## src/rtl/qirq_pkg.sv

```systemverilog
package qirq_pkg;

    localparam int ADDR_W    = 4;
    localparam int SUM_W     = 5;
    localparam int NUM_BANKS = 4;

    // Register word addresses. A sticky status word sits at an even
    // address and its enable word at the next odd address.
    typedef enum logic [ADDR_W-1:0] {
        A_DONE     = 4'd0,
        A_DONE_EN  = 4'd1,
        A_TXERR    = 4'd2,
        A_TXERR_EN = 4'd3,
        A_RXERR    = 4'd4,
        A_RXERR_EN = 4'd5,
        A_ZLP      = 4'd6,
        A_ZLP_EN   = 4'd7,
        A_SUM      = 4'd8,
        A_SUM_EN   = 4'd9
    } reg_addr_e;

    // Summary bit positions
    localparam int S_RX_CS  = 0;
    localparam int S_RX_LEN = 1;
    localparam int S_RX_ZLP = 2;
    localparam int S_TX_CS  = 3;
    localparam int S_TX_LEN = 4;

endpackage

```

## src/rtl/qirq_sticky.sv

```systemverilog
// Sticky status word: events set bits (when allowed), write-one clears,
// and a set in the same cycle as a clear wins.
module qirq_sticky #(
    parameter int          W    = 32,
    parameter logic [W-1:0] KEEP = '1
) (
    input  logic         clk,
    input  logic         rst_n,
    input  logic [W-1:0] ev,
    input  logic [W-1:0] rec_en,
    input  logic [W-1:0] clr,
    output logic [W-1:0] q
);

    typedef struct packed {
        logic [W-1:0] bits;
    } st_t;

    st_t st_d, st_q;

    always_comb begin
        st_d      = st_q;
        st_d.bits = ((st_q.bits & ~clr) | (ev & rec_en)) & KEEP;
    end

    always_ff @(posedge clk or negedge rst_n) begin
        if (!rst_n) begin
            st_q <= '0;
        end else begin
            st_q <= st_d;
        end
    end

    assign q = st_q.bits;

endmodule

```

## src/rtl/qirq_summary.sv

```systemverilog
// Reduces enabled per-endpoint error bits into typed summary flags.
module qirq_summary
    import qirq_pkg::*;
#(
    parameter int NUM_EP = 16,
    localparam int WORD  = 2 * NUM_EP
) (
    input  logic [WORD-1:0]   txe,
    input  logic [WORD-1:0]   txe_en,
    input  logic [WORD-1:0]   rxe,
    input  logic [WORD-1:0]   rxe_en,
    input  logic [NUM_EP-1:0] zlp,
    input  logic [NUM_EP-1:0] zlp_en,
    output logic [SUM_W-1:0]  sum
);

    logic [WORD-1:0] txe_live;
    logic [WORD-1:0] rxe_live;

    always_comb begin
        txe_live      = txe & txe_en;
        rxe_live      = rxe & rxe_en;
        sum           = '0;
        sum[S_RX_CS]  = |rxe_live[NUM_EP-1:0];
        sum[S_RX_LEN] = |rxe_live[WORD-1:NUM_EP];
        sum[S_RX_ZLP] = |(zlp & zlp_en);
        sum[S_TX_CS]  = |txe_live[NUM_EP-1:0];
        sum[S_TX_LEN] = |txe_live[WORD-1:NUM_EP];
    end

endmodule

```

## src/rtl/qirq_aggregator.sv

```systemverilog
module qirq_aggregator
    import qirq_pkg::*;
#(
    parameter int NUM_EP = 16,
    localparam int WORD  = 2 * NUM_EP
) (
    input  logic              clk,
    input  logic              rst_n,
    input  logic [NUM_EP-1:0] tx_done_ev,
    input  logic [NUM_EP-1:0] rx_done_ev,
    input  logic [NUM_EP-1:0] tx_cs_ev,
    input  logic [NUM_EP-1:0] tx_len_ev,
    input  logic [NUM_EP-1:0] rx_cs_ev,
    input  logic [NUM_EP-1:0] rx_len_ev,
    input  logic [NUM_EP-1:0] rx_zlp_ev,
    input  logic              wr_en,
    input  logic [ADDR_W-1:0] addr,
    input  logic [WORD-1:0]   wdata,
    output logic [WORD-1:0]   rdata,
    output logic              irq_o
);

    // Endpoint 0 has no queue: its position is held at zero in each half.
    localparam logic [NUM_EP-1:0] HALF_KEEP = {{(NUM_EP-1){1'b1}}, 1'b0};
    localparam logic [WORD-1:0]   FULL_KEEP = {HALF_KEEP, HALF_KEEP};
    localparam logic [WORD-1:0]   ZLP_KEEP  = {{NUM_EP{1'b0}}, HALF_KEEP};

    typedef struct packed {
        logic [WORD-1:0]  done_en;
        logic [WORD-1:0]  txe_en;
        logic [WORD-1:0]  rxe_en;
        logic [WORD-1:0]  zlp_en;
        logic [SUM_W-1:0] sum_en;
        logic             irq;
    } regs_t;

    regs_t st_d, st_q;

    logic [WORD-1:0]  bank_ev  [NUM_BANKS];
    logic [WORD-1:0]  bank_rec [NUM_BANKS];
    logic [WORD-1:0]  bank_q   [NUM_BANKS];
    logic [SUM_W-1:0] sum_w;

    // Signals observed by the bound checker
    logic [WORD-1:0]  done_w;
    logic [WORD-1:0]  done_en_w;
    logic [SUM_W-1:0] sum_en_w;

    // Bank 0: done, bank 1: tx errors, bank 2: rx errors, bank 3: rx zero-length
    assign bank_ev[0]  = {rx_done_ev, tx_done_ev};
    assign bank_ev[1]  = {tx_len_ev, tx_cs_ev};
    assign bank_ev[2]  = {rx_len_ev, rx_cs_ev};
    assign bank_ev[3]  = {{NUM_EP{1'b0}}, rx_zlp_ev};

    assign bank_rec[0] = FULL_KEEP;
    assign bank_rec[1] = st_q.txe_en;
    assign bank_rec[2] = st_q.rxe_en;
    assign bank_rec[3] = st_q.zlp_en;

    for (genvar g = 0; g < NUM_BANKS; g++) begin : g_bank
        localparam logic [WORD-1:0] KEEP = (g == NUM_BANKS - 1) ? ZLP_KEEP : FULL_KEEP;
        logic [WORD-1:0] clr;

        assign clr = (wr_en && (addr == ADDR_W'(2 * g))) ? wdata : '0;

        qirq_sticky #(
            .W    (WORD),
            .KEEP (KEEP)
        ) u_bank (
            .clk    (clk),
            .rst_n  (rst_n),
            .ev     (bank_ev[g]),
            .rec_en (bank_rec[g]),
            .clr    (clr),
            .q      (bank_q[g])
        );
    end

    qirq_summary #(
        .NUM_EP (NUM_EP)
    ) u_summary (
        .txe    (bank_q[1]),
        .txe_en (st_q.txe_en),
        .rxe    (bank_q[2]),
        .rxe_en (st_q.rxe_en),
        .zlp    (bank_q[3][NUM_EP-1:0]),
        .zlp_en (st_q.zlp_en[NUM_EP-1:0]),
        .sum    (sum_w)
    );

    always_comb begin
        st_d = st_q;
        if (wr_en) begin
            case (addr)
                A_DONE_EN:  st_d.done_en = wdata & FULL_KEEP;
                A_TXERR_EN: st_d.txe_en  = wdata & FULL_KEEP;
                A_RXERR_EN: st_d.rxe_en  = wdata & FULL_KEEP;
                A_ZLP_EN:   st_d.zlp_en  = wdata & ZLP_KEEP;
                A_SUM_EN:   st_d.sum_en  = wdata[SUM_W-1:0];
                default:    ;
            endcase
        end
        st_d.irq = (|(bank_q[0] & st_q.done_en)) | (|(sum_w & st_q.sum_en));
    end

    always_ff @(posedge clk or negedge rst_n) begin
        if (!rst_n) begin
            st_q <= '0;
        end else begin
            st_q <= st_d;
        end
    end

    always_comb begin
        rdata = '0;
        case (addr)
            A_DONE:     rdata = bank_q[0];
            A_DONE_EN:  rdata = st_q.done_en;
            A_TXERR:    rdata = bank_q[1];
            A_TXERR_EN: rdata = st_q.txe_en;
            A_RXERR:    rdata = bank_q[2];
            A_RXERR_EN: rdata = st_q.rxe_en;
            A_ZLP:      rdata = bank_q[3];
            A_ZLP_EN:   rdata = st_q.zlp_en;
            A_SUM:      rdata = WORD'(sum_w);
            A_SUM_EN:   rdata = WORD'(st_q.sum_en);
            default:    rdata = '0;
        endcase
    end

    assign irq_o     = st_q.irq;
    assign done_w    = bank_q[0];
    assign done_en_w = st_q.done_en;
    assign sum_en_w  = st_q.sum_en;

endmodule

```

## config.mk

```make
export PLATFORM = sky130hd
export DESIGN_NAME = qirq_aggregator
export DESIGN_NICKNAME = d
export VERILOG_FILES = /design/src/rtl/qirq_pkg.sv /design/src/rtl/qirq_sticky.sv /design/src/rtl/qirq_summary.sv /design/src/rtl/qirq_aggregator.sv
export SDC_FILE = /design/constraint.sdc
export NUM_CORES = 1
export LEC_CHECK = 0
export CAP_MARGIN = 20
export CORE_MARGIN = 5
export CORE_UTILIZATION = 45
export DETAILED_ROUTE_END_ITERATION = 12
export PLACE_DENSITY = 0.7
export SYNTH_ARGS = -nofsm -noshare
export SYNTH_HDL_FRONTEND = slang
export SYNTH_SLANG_ARGS = --single-unit
```

## constraint.sdc

```tcl
create_clock -name clk -period 4 [get_ports clk]
set_input_delay 0.4 -clock clk [delete_from_list [all_inputs] [get_ports clk]]
set_output_delay 0.4 -clock clk [all_outputs]
set_load 0.02 [all_outputs]
```

# Word level (Yosys, flattened, before mapping)
# Index checks and enable logic that the tools add are counted.
# totals
output_inout_bits	33
input_bits	151
reg_bits	216
# op_classes
n_reduce_logical	17
n_eq_ne	9
mux	5
n_bitwise	21
# ops
operator	count
$pmux 32 s10	1
$and 32x32->32	8
$mux 32	3
$not 32->32	3
$or 32x32->32	3
$reduce_or 16->1	5
$and 16x16->16	3
$reduce_or 32->1	1
$eq 4x3->1 const B	4
$mux 16	1
$not 16->16	1
$or 16x16->16	1
$reduce_and 2->1	5
$eq 4x2->1 const B	2
$eq 4x4->1 const B	2
$and 5x5->5	1
$reduce_or 5->1	1
$eq 4x1->1 const B	1
$logic_and 1x1->1	4
$logic_not 4->1	1
$or 1x1->1	1

# Logic depth before layout (Yosys ltp)
# Gate-level depths: netlist of the first run.
# logic_depth
word_depth	6
depth_mapped	8
ltp_nobuf	5

# By module
# Synthesis of the first run repeated with hierarchy kept, for this count alone.
# unflattened
hier_cells	1122
area_unflattened_um2	11955.2
# by_module_without_submodules
module	cells_each	area_each_um2	n_inst	seq_area_each_um2
qirq_aggregator	630	6925.4	1	2777.7
qirq_sticky at g_bank[0].u_bank ...	123	1257.5	3	750.7
qirq_sticky at g_bank[3].u_bank	78	750.7	1	375.4
qirq_summary	45	506.7	1	0.0

# Worst setup path before layout of the first run
# No wires, ideal clock.
# synth_path
path_kind	input-to-output
from	input addr[3]
to	output rdata[4]
setup_slack_ps	1760
path_buffers	2
arrival_ps	1840
stages	4
cell_sequence	buf_4 > buf_6 > or4b_2 > o21ai_0
# synth_between
elab_chain_len	2
word_cells_on_any_way	11
classes_between	eq/ne: 9; mux: 1; reduce/logical: 1
# synth_rtl
element	line_no	source
start: declaration	qirq_aggregator.sv:17	input logic [ADDR_W-1:0] addr,
$eq 4x4->1 (tied with other cells)	qirq_aggregator.sv:116	case (addr)
$pmux 32 s10 (*)	qirq_aggregator.sv:116	
end: declaration	qirq_aggregator.sv:19	output logic [WORD-1:0] rdata,
# Mark *: on every way between the ends. The rest lies on a longest branch, timed or not.

# Worst setup path after layout of the first run
# layout_path
from	input addr[0]
to	output rdata[4]
# Same word-level chain as after synthesis.

==> impl_summary.log, run 1 <==
INFO  metric place_area = 0.0121 mm2
INFO  metric postCtsResizedCells = 0
INFO  metric antenna_violations_before_repair = 0
INFO  metric layout-area-overhead-vs-synth = 28.6%
INFO  metric cts_sinks = 216
INFO  metric synthesis.area = 0.0100 mm2
INFO  metric grt_first_pass_wirelength = 50300 um
INFO  metric drt.antenna.violating_nets = 0
INFO  metric final-setup-viol-count = 0
INFO  metric ys_async_sr_fraction = 1.00
INFO  metric num-nets-final = 1165
INFO  metric die_y = 159 um
INFO  metric slew_violations = 0
INFO  metric power.internal = 4340 uW
INFO  metric most-common-layout-cells = sky130_fd_sc_hd__dfrtp_1 (216), sky130_fd_sc_hd__clkdlybuf4s50_1 (173), sky130_fd_sc_hd__a22oi_1 (134), sky130_fd_sc_hd__nand2_1 (118), sky130_fd_sc_hd__a22o_1 (79)
INFO  metric drive_gt1_frac = 0.143
INFO  metric synthesis.area_per_instance = 12.0 um2
INFO  metric wl = 32400 um
INFO  metric tritoncts = built
INFO  metric setup_ws = 0.275 ns
INFO  metric detail_route.vias_per_cell = 6.34
INFO  metric std_cell_rows = 54
INFO  metric fp.coreArea = 0.0219 mm2
INFO  metric finalSetupTns = 0 ns
INFO  metric design.portCount = 184
INFO  metric worstReg2RegStart = g_bank[0].u_bank.q[3]$_DFF_PN0_
INFO  metric power_per_cell_area = 469 mW/mm2
INFO  metric synth-edff-count = 0
INFO  metric reg2regPathDepth = 5
INFO  metric die-area = 0.0254 mm2
INFO  metric die_width = 159 um
INFO  metric timing.critical_path.to = rdata[4]
INFO  metric cp-end-kind = primary output
INFO  metric number_of_nets_produced_by_synthesis = 990
INFO  metric switching_share = 0.281
INFO  metric final_design_area_no_fill = 0.0129 mm2
INFO  metric synth-seq-area-share = 0.539
INFO  metric crit_arrival = 3.32 ns
INFO  metric timing.setup.critical_path_class = in -> out
INFO  metric start_kind = primary input
INFO  metric clockPowerShare = 0.348
INFO  metric synthesis.instances = 839
INFO  metric ys_ff_latch = 216
INFO  metric max-vdd-ir-drop = 0.000312 V
INFO  metric final-hold-violation-count = 0
INFO  metric power.net_switching = 1700 uW
INFO  metric min-delay-path-class = in -> reg
INFO  metric layout_worst_path_cycle_share = 0.931
INFO  metric final.fill_count = 1829
INFO  metric commonest_non_fill_non_tap_cell_in_the_layout = sky130_fd_sc_hd__dfrtp_1
INFO  metric fin_crit = 3.72 ns
INFO  metric p_leak = 0.00516 uW
INFO  metric synth_ff_type = sky130_fd_sc_hd__dfrtp_1
INFO  metric rsz0062_at_grt = false
INFO  metric detailedPlacementHpwl = 22000 um
INFO  metric max_freq = 268 MHz
INFO  metric clk_pin_slew = 0.06 ns
INFO  metric vias_in_the_first_global_route = 8635
INFO  metric finalPower = 6040 uW
INFO  metric synthDistinctLibCells = 43
INFO  metric tritoncts.num_buffers = 24
INFO  metric worst-slew-pin-transition = 0.915 ns
INFO  metric initial_core_util = 0.458
INFO  metric groute.usage.overall = 0.249
INFO  metric synth-warning-count = 0
INFO  metric p_comb_frac = 0.176
INFO  metric num_vias = 8287
INFO  metric critical_path.reg2reg.endpoint = irq_o$_DFF_PN0_
INFO  metric drt_first_pass_iters = 6
INFO  metric pre_cts_ws = 0.414 ns
INFO  metric cap_violations = 0
INFO  metric seq_power_share = 0.476
INFO  metric hold_path_startpoint = rx_done_ev[9]
INFO  metric crit_start = addr[0]
INFO  metric wl_per_cell = 24.8 um
INFO  metric place_congestion = 0.928
INFO  metric layout.cells.non_filler = 1307
INFO  metric outcome = completed
INFO  metric root_buf_cell = sky130_fd_sc_hd__clkbuf_16
INFO  metric grt_start_max_net_pins = 98
INFO  metric worst-r2r-setup-slack = 2.00 ns
INFO  metric worst-path-max-fanout = 11
INFO  metric diodes = 0
INFO  metric finalClockSkew = 0.0103 ns
INFO  metric worst_slew_margin_rel = 0.388
INFO  metric worst-endpoint-required = 3.60 ns
INFO  metric port_buffers = 174
INFO  metric detail_route.iter0.violations = 890
INFO  metric post-place-cells = 1267
INFO  metric globalRouteOverflowTotal = 0
INFO  metric post-route-drc-count = 0
INFO  metric ctsLongestPathBuffers = 3
INFO  metric clk-insertion-delay-late = 0.51 ns
INFO  metric h-tree-depth = 1
metal layers:
| layer | track usage | vias up | share of wire |
|---|---|---|---|
| li1 | - | 3597 | - |
| met2 | 0.395 | 471 | 0.47 |
| met1 | 0.344 | 4143 | 0.40 |
| met4 | 0.0706 | 0 | 0.030 |
| met5 | 0 | - | 0 |
| met3 | 0.0590 | 76 | 0.096 |
cell families after synthesis:
group           Yosys count  synth area share
flops                   216             0.539
simple gates            187            0.0916
compound gates          270             0.213
other cells               1          0.000374
buf+inv                  52            0.0297
mux                     113             0.127
Yosys cell counts (4+ instances only):
cell type / number / area (um2)
sky130_fd_sc_hd__nand4_1: 15 / 93.8
sky130_fd_sc_hd__nor3_1: 4 / 20.0
sky130_fd_sc_hd__buf_2: 34 / 170
sky130_fd_sc_hd__a22o_1: 79 / 692
sky130_fd_sc_hd__o31ai_1: 5 / 37.5
sky130_fd_sc_hd__a22oi_1: 134 / 1010
sky130_fd_sc_hd__buf_6: 5 / 56.3
sky130_fd_sc_hd__mux2_1: 36 / 405
sky130_fd_sc_hd__a222oi_1: 7 / 70.1
sky130_fd_sc_hd__buf_4: 6 / 45.0
sky130_fd_sc_hd__a221oi_1: 6 / 52.6
sky130_fd_sc_hd__a21o_1: 30 / 225
sky130_fd_sc_hd__clkbuf_1: 6 / 22.5
sky130_fd_sc_hd__and2_1: 4 / 25.0
sky130_fd_sc_hd__nand3_1: 23 / 115
sky130_fd_sc_hd__o21ai_0: 5 / 25.0
sky130_fd_sc_hd__mux2_2: 74 / 833
sky130_fd_sc_hd__nand2_1: 118 / 443
sky130_fd_sc_hd__dfrtp_1: 216 / 5410
registers in the layout, summed over array words and instances, names as in the netlist:
signal           flops
g_bank.u_bank.q    105
irq_o                1
done_en_w           30
sum_en_w             5
bank_rec            75
worst max-delay path, cell delays in order:
cell                              delay [ns]
sky130_fd_sc_hd__clkdlybuf4s50_1        0.89
sky130_fd_sc_hd__and4bb_1               0.85
sky130_fd_sc_hd__a222oi_1               0.25
sky130_fd_sc_hd__and3_1                 0.19
sky130_fd_sc_hd__o21ai_0                0.09
sky130_fd_sc_hd__clkdlybuf4s50_1        0.64
how the worst min path moves through the flow:
stage | end | slack [ns] | cells past startpoint
3_3_place_gp | g_bank[3].u_bank.q[12]$_DFF_PN0_ | 0.49 | 1
5_1_grt | g_bank[0].u_bank.q[25]$_DFF_PN0_ | 0.44 | 2
4_1_cts | g_bank[0].u_bank.q[25]$_DFF_PN0_ | 0.43 | 2
6_report | g_bank[0].u_bank.q[25]$_DFF_PN0_ | 0.44 | 2
3_5_place_dp | g_bank[0].u_bank.q[4]$_DFF_PN0_ | 0.48 | 1
2_1_floorplan | bank_rec[10]$_DFFE_PN0P_ | 0.10 | 0
stage by stage:
step                 util  hold WS, ns
floorplan               -        0.104
global placement    0.555        0.485
detailed placement  0.555        0.480
CTS                 0.589        0.431
global route        0.589        0.435
finish              0.589        0.444
power groups by stage:
stage | clock network, uW | logic (uW) | registers, uW
global route | 2220 | 1160 | 2920
global placement | 0 | 1040 | 2890
CTS | 2130 | 1070 | 2860
floorplan | 0 | 598 | 2780
finish | 2110 | 1060 | 2870
detailed placement | 0 | 1060 | 2900
layout make-up:
cell class	instances	area, um2	area share
Clock buffer	36	727	0.0564
Clock inverter	3	15.0	0.00116
Multi-Input combinational cell	571	4360	0.338
Sequential cell	216	5410	0.419
Tap cell	280	350	0.0272
Timing Repair Buffer	201	2040	0.158
timing repair:
| item | in CTS | in global routing |
|---|---|---|
| hold buffers | 1 | 0 |
| endpoints found under the hold margin | 80 | 0 |
| buffers inserted | 0 | 0 |
(Power assumes the default switching activity.)
==> run 2, diff against run 1 <==
--- a/config.mk
+++ b/config.mk
@@ -8,6 +8,7 @@
 export CAP_MARGIN = 20
 export CORE_MARGIN = 5
 export CORE_UTILIZATION = 45
+export CTS_BUF_LIST = sky130_fd_sc_hd__clkbuf_8
 export DETAILED_ROUTE_END_ITERATION = 12
 export PLACE_DENSITY = 0.7
 export SYNTH_ARGS = -nofsm -noshare
==> constraint.sdc (replaced) <==
create_clock -name clk -period 3.5 [get_ports clk]
set_input_delay 0.35 -clock clk [delete_from_list [all_inputs] [get_ports clk]]
set_output_delay 0.35 -clock clk [all_outputs]
set_load 0.02 [all_outputs]
==> run 2 against run 1 <==
Combinational power increased by 16%; sequential power increased by 15%; clock-buffer cell count increased by 22; worst hold slack worse by 0.070 ns; clock skew rose by 0.0085 ns; first-iteration DRC count fell by 15%; non-clock buffer count grew 14; design area grew 1.5%; die area stayed put; power rose by 16%; via count up 0.75%; routed wire length rose by 2.2%; critical path type unchanged; largest power group unchanged.
==> impl_summary.log, run 2 (synthesis gave the netlist of run 1 again) <==
INFO  metric max_reg_flops = 105 (unchanged)
INFO  metric worstPathCellList = clkdlybuf4s50_1 -> and4bb_1 -> buf_4 -> a221oi_1 -> and3_1 -> o21ai_1 -> clkdlybuf4s50_1 (was clkdlybuf4s50_1 -> and4bb_1 -> a222oi_1 -> and3_1 -> o21ai_0 -> clkdlybuf4s50_1)
INFO  metric wl_per_cell = 24.5 um (was 24.8 um)
INFO  metric p_leak = 0.00534 uW (was 0.00516 uW)
INFO  metric die-area = 0.0254 mm2 (unchanged)
INFO  metric worst_slew_margin_rel = 0.570 (was 0.388)
INFO  metric final-setup-viol-count = 0 (unchanged)
INFO  metric power_per_cell_area = 536 mW/mm2 (was 469 mW/mm2)
INFO  metric detailedPlacementHpwl = 23000 um (was 22000 um)
INFO  metric worst_path_most_repeated_cell = sky130_fd_sc_hd__clkdlybuf4s50_1 (unchanged)
INFO  metric outcome = completed (unchanged)
INFO  metric wl = 33100 um (was 32400 um)
INFO  metric grt_first_pass_wirelength = 51200 um (was 50300 um)
INFO  metric max-vdd-ir-drop = 0.000299 V (was 0.000312 V)
INFO  metric min-delay-path-class = in -> reg (unchanged)
INFO  metric die_y = 159 um (unchanged)
INFO  metric critical_path.reg2reg.endpoint = irq_o$_DFF_PN0_ (unchanged)
INFO  metric std_cell_rows = 54 (unchanged)
INFO  metric groute.usage.overall = 0.255 (was 0.249)
INFO  metric detail_route.vias_per_cell = 6.18 (was 6.34)
INFO  metric design.portCount = 184 (unchanged)
INFO  metric layout_worst_path_cycle_share = 0.929
INFO  metric place_congestion = 0.922 (was 0.928)
INFO  metric fp.coreArea = 0.0219 mm2 (unchanged)
INFO  metric worst_hold_path.num_cells = 2 (unchanged)
INFO  metric cts_sinks = 216 (unchanged)
INFO  metric reg2regPathDepth = 5 (unchanged)
INFO  metric crit_arrival = 2.90 ns (was 3.32 ns)
INFO  metric postCtsResizedCells = 0 (unchanged)
INFO  metric layout.cells.non_filler = 1352 (was 1307)
INFO  metric grt_start_max_net_pins = 77 (was 98)
INFO  metric initial_core_util = 0.458 (unchanged)
INFO  metric slew_violations = 0 (unchanged)
INFO  metric num-nets-final = 1193 (was 1165)
INFO  metric start_kind = primary input (unchanged)
INFO  metric port_buffers = 174 (unchanged)
INFO  metric ctsLongestPathBuffers = 3 (unchanged)
INFO  metric max_freq = 308 MHz
INFO  metric globalRouteOverflowTotal = 0 (unchanged)
INFO  metric timing.setup.critical_path_class = in -> out (unchanged)
INFO  metric clk_pin_slew = 0.06 ns (about the same)
INFO  metric finalClockSkew = 0.0188 ns (was 0.0103 ns)
INFO  metric clk-insertion-delay-late = 0.55 ns (was 0.51 ns)
INFO  metric post-place-cells = 1281 (was 1267)
INFO  metric cap_violations = 0 (unchanged)
INFO  metric num_vias = 8349 (was 8287)
INFO  metric layout-area-overhead-vs-synth = 30.5% (was 28.6%)
INFO  metric worst-slew-pin-transition = 0.645 ns (was 0.915 ns)
INFO  metric hold-path-endpoint = g_bank[0].u_bank.q[7]$_DFF_PN0_ (was g_bank[0].u_bank.q[25]$_DFF_PN0_)
INFO  metric antenna_violations_before_repair = 0 (unchanged)
INFO  metric h-tree-depth = 2 (was 1)
INFO  metric drt_first_pass_iters = 5 (was 6)
INFO  metric die_width = 159 um (unchanged)
INFO  metric commonest_non_fill_non_tap_cell_in_the_layout = sky130_fd_sc_hd__dfrtp_1 (unchanged)
INFO  metric drt.antenna.violating_nets = 0 (unchanged)
INFO  metric worstReg2RegStart = g_bank[0].u_bank.q[3]$_DFF_PN0_ (unchanged)
INFO  metric worst-r2r-setup-slack = 1.48 ns (was 2.00 ns)
INFO  metric cp-end-kind = primary output (unchanged)
INFO  metric rsz0062_at_grt = false (unchanged)
INFO  metric worst-path-max-fanout = 10 (was 11)
INFO  metric post-route-drc-count = 0 (unchanged)
INFO  metric worst-endpoint-required = 3.15 ns (was 3.60 ns)
INFO  metric fin_crit = 3.25 ns
INFO  metric hold_path_startpoint = tx_done_ev[7] (was rx_done_ev[9])
INFO  metric detail_route.iter0.violations = 760 (was 890)
INFO  metric worst_path_max_delay_cell = sky130_fd_sc_hd__clkdlybuf4s50_1 (unchanged)
INFO  metric diodes = 0 (unchanged)
INFO  metric finalSetupTns = 0 ns (unchanged)
INFO  metric vias_in_the_first_global_route = 8906 (was 8635)
INFO  metric tritoncts.num_buffers = 38 (was 24)
INFO  metric critPathMaxStageDelay = 0.77 ns (was 0.89 ns)
INFO  metric tritoncts = built (unchanged)
INFO  metric final-hold-violation-count = 0 (unchanged)
INFO  metric root_buf_cell = sky130_fd_sc_hd__clkbuf_8 (was sky130_fd_sc_hd__clkbuf_16)
INFO  metric most-common-layout-cells = sky130_fd_sc_hd__dfrtp_1 (216), sky130_fd_sc_hd__clkdlybuf4s50_1 (173), sky130_fd_sc_hd__a22oi_1 (134), sky130_fd_sc_hd__nand2_1 (118), sky130_fd_sc_hd__a22o_1 (79) (unchanged)
INFO  metric drive_gt1_frac = 0.174 (was 0.143)
## run 2: changes by cell type in the layout (fill, tap and decap cells not counted), sizes merged
cell	previous run	this run
clkinv	3	1
buf	26	40
inv	0	11
clkbuf	37	59
## run 2: how the worst max path moves through the flow
| stage | cells past startpoint | endpoint | from | slack (ns) |
|---|---|---|---|---|
| after floorplan | 4 | rdata[4] | addr[3] | 1.36 |
| after global placement | 7 | rdata[1] | addr[2] | 0.31 |
| after detailed placement | 7 | rdata[1] | addr[2] | 0.31 |
| after CTS | 7 | rdata[1] | addr[2] | 0.30 |
| after global routing | 7 | rdata[1] | addr[2] | 0.18 |
| final | 7 | rdata[1] | addr[2] | 0.25 |
## run 2: metal layers
layer | GRT usage | share of wire | vias to the layer above
li1 | - | - | 3663
met1 | 0.347 | 0.40 | 4108
met2 | 0.390 | 0.45 | 481
met3 | 0.0619 | 0.099 | 97
met4 | 0.115 | 0.044 | 0
met5 | 0 | 0 | -
## run 2: per-stage QoR
step | hold slack, ns | utilization | instance area, um2 | setup slack (ns) | power, uW
2_1_floorplan | 0.0544 | - | 10000 | 1.36 | 3860
3_3_place_gp | 0.401 | 0.559 | 12200 | 0.313 | 4500
3_5_place_dp | 0.396 | 0.559 | 12200 | 0.306 | 4540
4_1_cts | 0.341 | 0.598 | 13100 | 0.298 | 7040
5_1_grt | 0.366 | 0.598 | 13100 | 0.180 | 7310
6_report | 0.374 | 0.598 | 13100 | 0.250 | 7010
## run 2: area by class of cell
type / instances / area (um2)
multi-input cells: 571 / 4360
fillers: 1808 / 8800
clock buffers: 58 / 798
flip-flops and latches: 216 / 5410
well taps: 280 / 350
clock inverters: 12 / 46.3
repair buffers: 215 / 2130
## run 2: power breakdown
group / total (uW) / switching [uW] / internal (uW)
combinational: 1230 / 562 / 670
sequential: 3290 / 403 / 2880
clock: 2490 / 1040 / 1450
total: 7010 / 2010 / 5000
## run 2: repair_timing
item / 4_1_cts / 5_1_grt
hold buffers: 1 / 0
buffers inserted: 0 / 0
hold endpoints to repair: 72 / 0
endpoints found under the setup margin: 0 / 0
## run 2: worst max-delay path, delay by kind of cell
family                 cells  cell delay, ns
AND/OR/NAND/NOR            2            0.65
AO/OA/AOI/OAI              2            0.21
buffers and inverters      3            1.67
==> run 3, diff against run 2 <==
--- a/config.mk
+++ b/config.mk
@@ -6,6 +6,7 @@
 export NUM_CORES = 1
 export LEC_CHECK = 0
 export CAP_MARGIN = 20
+export CORE_ASPECT_RATIO = 1.1
 export CORE_MARGIN = 5
 export CORE_UTILIZATION = 45
 export CTS_BUF_LIST = sky130_fd_sc_hd__clkbuf_8
==> run 3 against run 2 <==
Core utilization shrank 1.0 points; sequential power hardly changed; combinational power barely moved; sequential share of layout area grew 0.45 points; critical path depth grew 1; register-to-register slack worse by 0.05 ns; clock-buffer cell count decreased by 13; non-clock buffer count down 14; critical endpoint unchanged; largest power group unchanged.
==> impl_summary.log, run 3 (synthesis gave the netlist of run 1 again) <==
INFO  metric max_freq = 308 MHz (about the same)
INFO  metric std_cell_rows = 57 (was 54)
INFO  metric commonest_non_fill_non_tap_cell_in_the_layout = sky130_fd_sc_hd__dfrtp_1 (unchanged)
INFO  metric finalClockSkew = 0.0173 ns (was 0.0188 ns)
INFO  metric max-vdd-ir-drop = 0.000312 V (was 0.000299 V)
INFO  metric worst-path-buf-inv = 4 (was 3)
INFO  metric rsz0062_at_grt = false (unchanged)
INFO  metric fp.coreArea = 0.0220 mm2 (was 0.0219 mm2)
INFO  metric num-nets-final = 1180 (was 1193)
INFO  metric die_width = 152 um (was 159 um)
INFO  metric root_buf_cell = sky130_fd_sc_hd__clkbuf_8 (unchanged)
INFO  metric drive_gt1_frac = 0.159 (was 0.174)
INFO  metric worstPathCellList = clkdlybuf4s50_1 -> buf_4 -> nor3_4 -> buf_4 -> a21oi_1 -> and3_1 -> o21ai_1 -> clkdlybuf4s50_1 (was clkdlybuf4s50_1 -> and4bb_1 -> buf_4 -> a221oi_1 -> and3_1 -> o21ai_1 -> clkdlybuf4s50_1)
INFO  metric h-tree-depth = 2 (unchanged)
INFO  metric ctsLongestPathBuffers = 3 (unchanged)
INFO  metric crit_arrival = 2.89 ns (was 2.90 ns)
INFO  metric worst-path-max-fanout = 19 (was 10)
INFO  metric post_cts_setup_buffers = 0 (unchanged)
INFO  metric wl_per_cell = 24.3 um (was 24.5 um)
INFO  metric pre_cts_ws = 0.309 ns (was 0.306 ns)
INFO  metric outcome = completed (unchanged)
INFO  metric final-setup-viol-count = 0 (unchanged)
INFO  metric cts_hold_repair.buffers = 1 (unchanged)
INFO  metric diodes = 0 (unchanged)
INFO  metric critPathTopFamily = buffers and inverters (unchanged)
INFO  metric finalSetupTns = 0 ns (unchanged)
INFO  metric groute.usage.overall = 0.253 (was 0.255)
INFO  metric initial_core_util = 0.455 (was 0.458)
INFO  metric num_vias = 8363 (was 8349)
INFO  metric die_y = 167 um (was 159 um)
INFO  metric detailedPlacementHpwl = 21900 um (was 23000 um)
INFO  metric clk-insertion-delay-late = 0.55 ns (about the same)
INFO  metric layout_worst_path_cycle_share = 0.926 (was 0.929)
INFO  metric drt_first_pass_iters = 5 (unchanged)
INFO  metric setup_ws = 0.258 ns (was 0.250 ns)
INFO  metric fin_crit = 3.24 ns (was 3.25 ns)
INFO  metric slew_violations = 0 (unchanged)
INFO  metric max_reg_flops = 105 (unchanged)
INFO  metric worst-slew-pin-transition = 0.864 ns (was 0.645 ns)
INFO  metric vias_in_the_first_global_route = 8608 (was 8906)
INFO  metric min-delay-path-class = in -> reg (unchanged)
INFO  metric worst_slew_margin_rel = 0.424 (was 0.570)
INFO  metric port_buffers = 174 (unchanged)
INFO  metric grt_start_max_net_pins = 103 (was 77)
INFO  metric detail_route.vias_per_cell = 6.22 (was 6.18)
INFO  metric die-area = 0.0254 mm2 (about the same)
INFO  metric power_per_cell_area = 525 mW/mm2 (was 536 mW/mm2)
INFO  metric globalRouteOverflowTotal = 0 (unchanged)
INFO  metric post-route-drc-count = 0 (unchanged)
INFO  metric tritoncts = built (unchanged)
INFO  metric p_leak = 0.00521 uW (was 0.00534 uW)
INFO  metric drt.antenna.violating_nets = 0 (unchanged)
INFO  metric place_congestion = 0.901 (was 0.922)
INFO  metric design.portCount = 184 (unchanged)
INFO  metric postCtsResizedCells = 0 (unchanged)
INFO  metric final_design_area_no_fill = 0.0129 mm2 (was 0.0131 mm2)
INFO  metric final-hold-violation-count = 0 (unchanged)
INFO  metric worst_path_max_delay_cell = sky130_fd_sc_hd__clkdlybuf4s50_1 (unchanged)
INFO  metric critPathMaxStageDelay = 0.64 ns (was 0.77 ns)
INFO  metric detail_route.iter0.violations = 757 (was 760)
INFO  metric antenna_violations_before_repair = 0 (unchanged)
INFO  metric start_kind = primary input (unchanged)
INFO  metric most-common-layout-cells = sky130_fd_sc_hd__dfrtp_1 (216), sky130_fd_sc_hd__clkdlybuf4s50_1 (173), sky130_fd_sc_hd__a22oi_1 (134), sky130_fd_sc_hd__nand2_1 (118), sky130_fd_sc_hd__a22o_1 (79) (unchanged)
INFO  metric cts_sinks = 216 (unchanged)
INFO  metric grt_first_pass_wirelength = 50400 um (was 51200 um)
INFO  metric wl = 32700 um (was 33100 um)
INFO  metric place_area = 0.0122 mm2 (about the same)
INFO  metric layout-area-overhead-vs-synth = 29.1% (was 30.5%)
INFO  metric tritoncts.num_buffers = 39 (was 38)
INFO  metric timing.setup.critical_path_class = in -> out (unchanged)
INFO  metric cap_violations = 0 (unchanged)
INFO  metric cp-end-kind = primary output (unchanged)
INFO  metric clk_pin_slew = 0.06 ns (about the same)
INFO  metric worst-endpoint-required = 3.15 ns (about the same)
## run 3: cell types whose count changed in the layout (fill, tap and decap cells not counted)
| cell | before | now |
|---|---|---|
| sky130_fd_sc_hd__inv_1 | 11 | 8 |
| sky130_fd_sc_hd__bufinv_16 | 0 | 1 |
| sky130_fd_sc_hd__inv_6 | 0 | 1 |
| sky130_fd_sc_hd__clkinv_2 | 1 | 5 |
| sky130_fd_sc_hd__buf_12 | 6 | 11 |
| sky130_fd_sc_hd__buf_4 | 34 | 15 |
| sky130_fd_sc_hd__clkinvlp_4 | 0 | 2 |
| sky130_fd_sc_hd__clkbuf_8 | 59 | 46 |
## run 3: power breakdown
part | switching [uW] | internal [uW] | leakage, uW
clock | 1050 | 1240 | 0.000405
sequential | 403 | 2880 | 0.00231
combinational | 554 | 668 | 0.00250
total | 2000 | 4790 | 0.00521
## run 3: worst register-to-register path: stages (launching register included)
cell and delay (ns):
sky130_fd_sc_hd__dfrtp_1 0.43, sky130_fd_sc_hd__a22o_1 0.28, sky130_fd_sc_hd__a221oi_1 0.41, sky130_fd_sc_hd__nand3_1 0.14, sky130_fd_sc_hd__nor4_1 0.44, sky130_fd_sc_hd__nand3_1 0.21
## run 3: metal layers
layer / share of wire / track usage / vias up
li1: - / - / 3629
met1: 0.41 / 0.347 / 4187
met2: 0.47 / 0.403 / 458
met3: 0.081 / 0.0457 / 89
met4: 0.034 / 0.0954 / 0
met5: 0 / 0 / -
## run 3: stage by stage
step / util / cells / total power (uW) / hold WS, ns
floorplan: - / 839 / 3860 / 0.0544
global placement: 0.554 / 1282 / 4500 / 0.500
detailed placement: 0.554 / 1282 / 4530 / 0.505
CTS: 0.588 / 1345 / 6830 / 0.346
global route: 0.588 / 1345 / 7080 / 0.357
finish: 0.588 / 1345 / 6800 / 0.357
## run 3: cell type report
class                   instances  area, um2
multi-input cells             571       4360
fillers                      1833       9090
clock inverters                17        109
repair buffers                201       2090
flip-flops and latches        216       5410
well taps                     295        369
clock buffers                  45        619
## run 3: path summary, 6_finish.rpt
path | from | end | slack (ns) | cells after the start
max | addr[3] | rdata[1] | 0.26 | 8
min | rx_done_ev[6] | g_bank[0].u_bank.q[22]$_DFF_PN0_ | 0.36 | 2
max reg2reg | g_bank[0].u_bank.q[3]$_DFF_PN0_ | irq_o$_DFF_PN0_ | 1.43 | 5
min reg2reg | g_bank[0].u_bank.q[26]$_DFF_PN0_ | g_bank[0].u_bank.q[26]$_DFF_PN0_ | 0.52 | 1
max in group asynchronous | rst_n | g_bank[2].u_bank.q[10]$_DFF_PN0_ | 2.16 | 3
min in group asynchronous | rst_n | bank_rec[44]$_DFFE_PN0P_ | 0.48 | 2
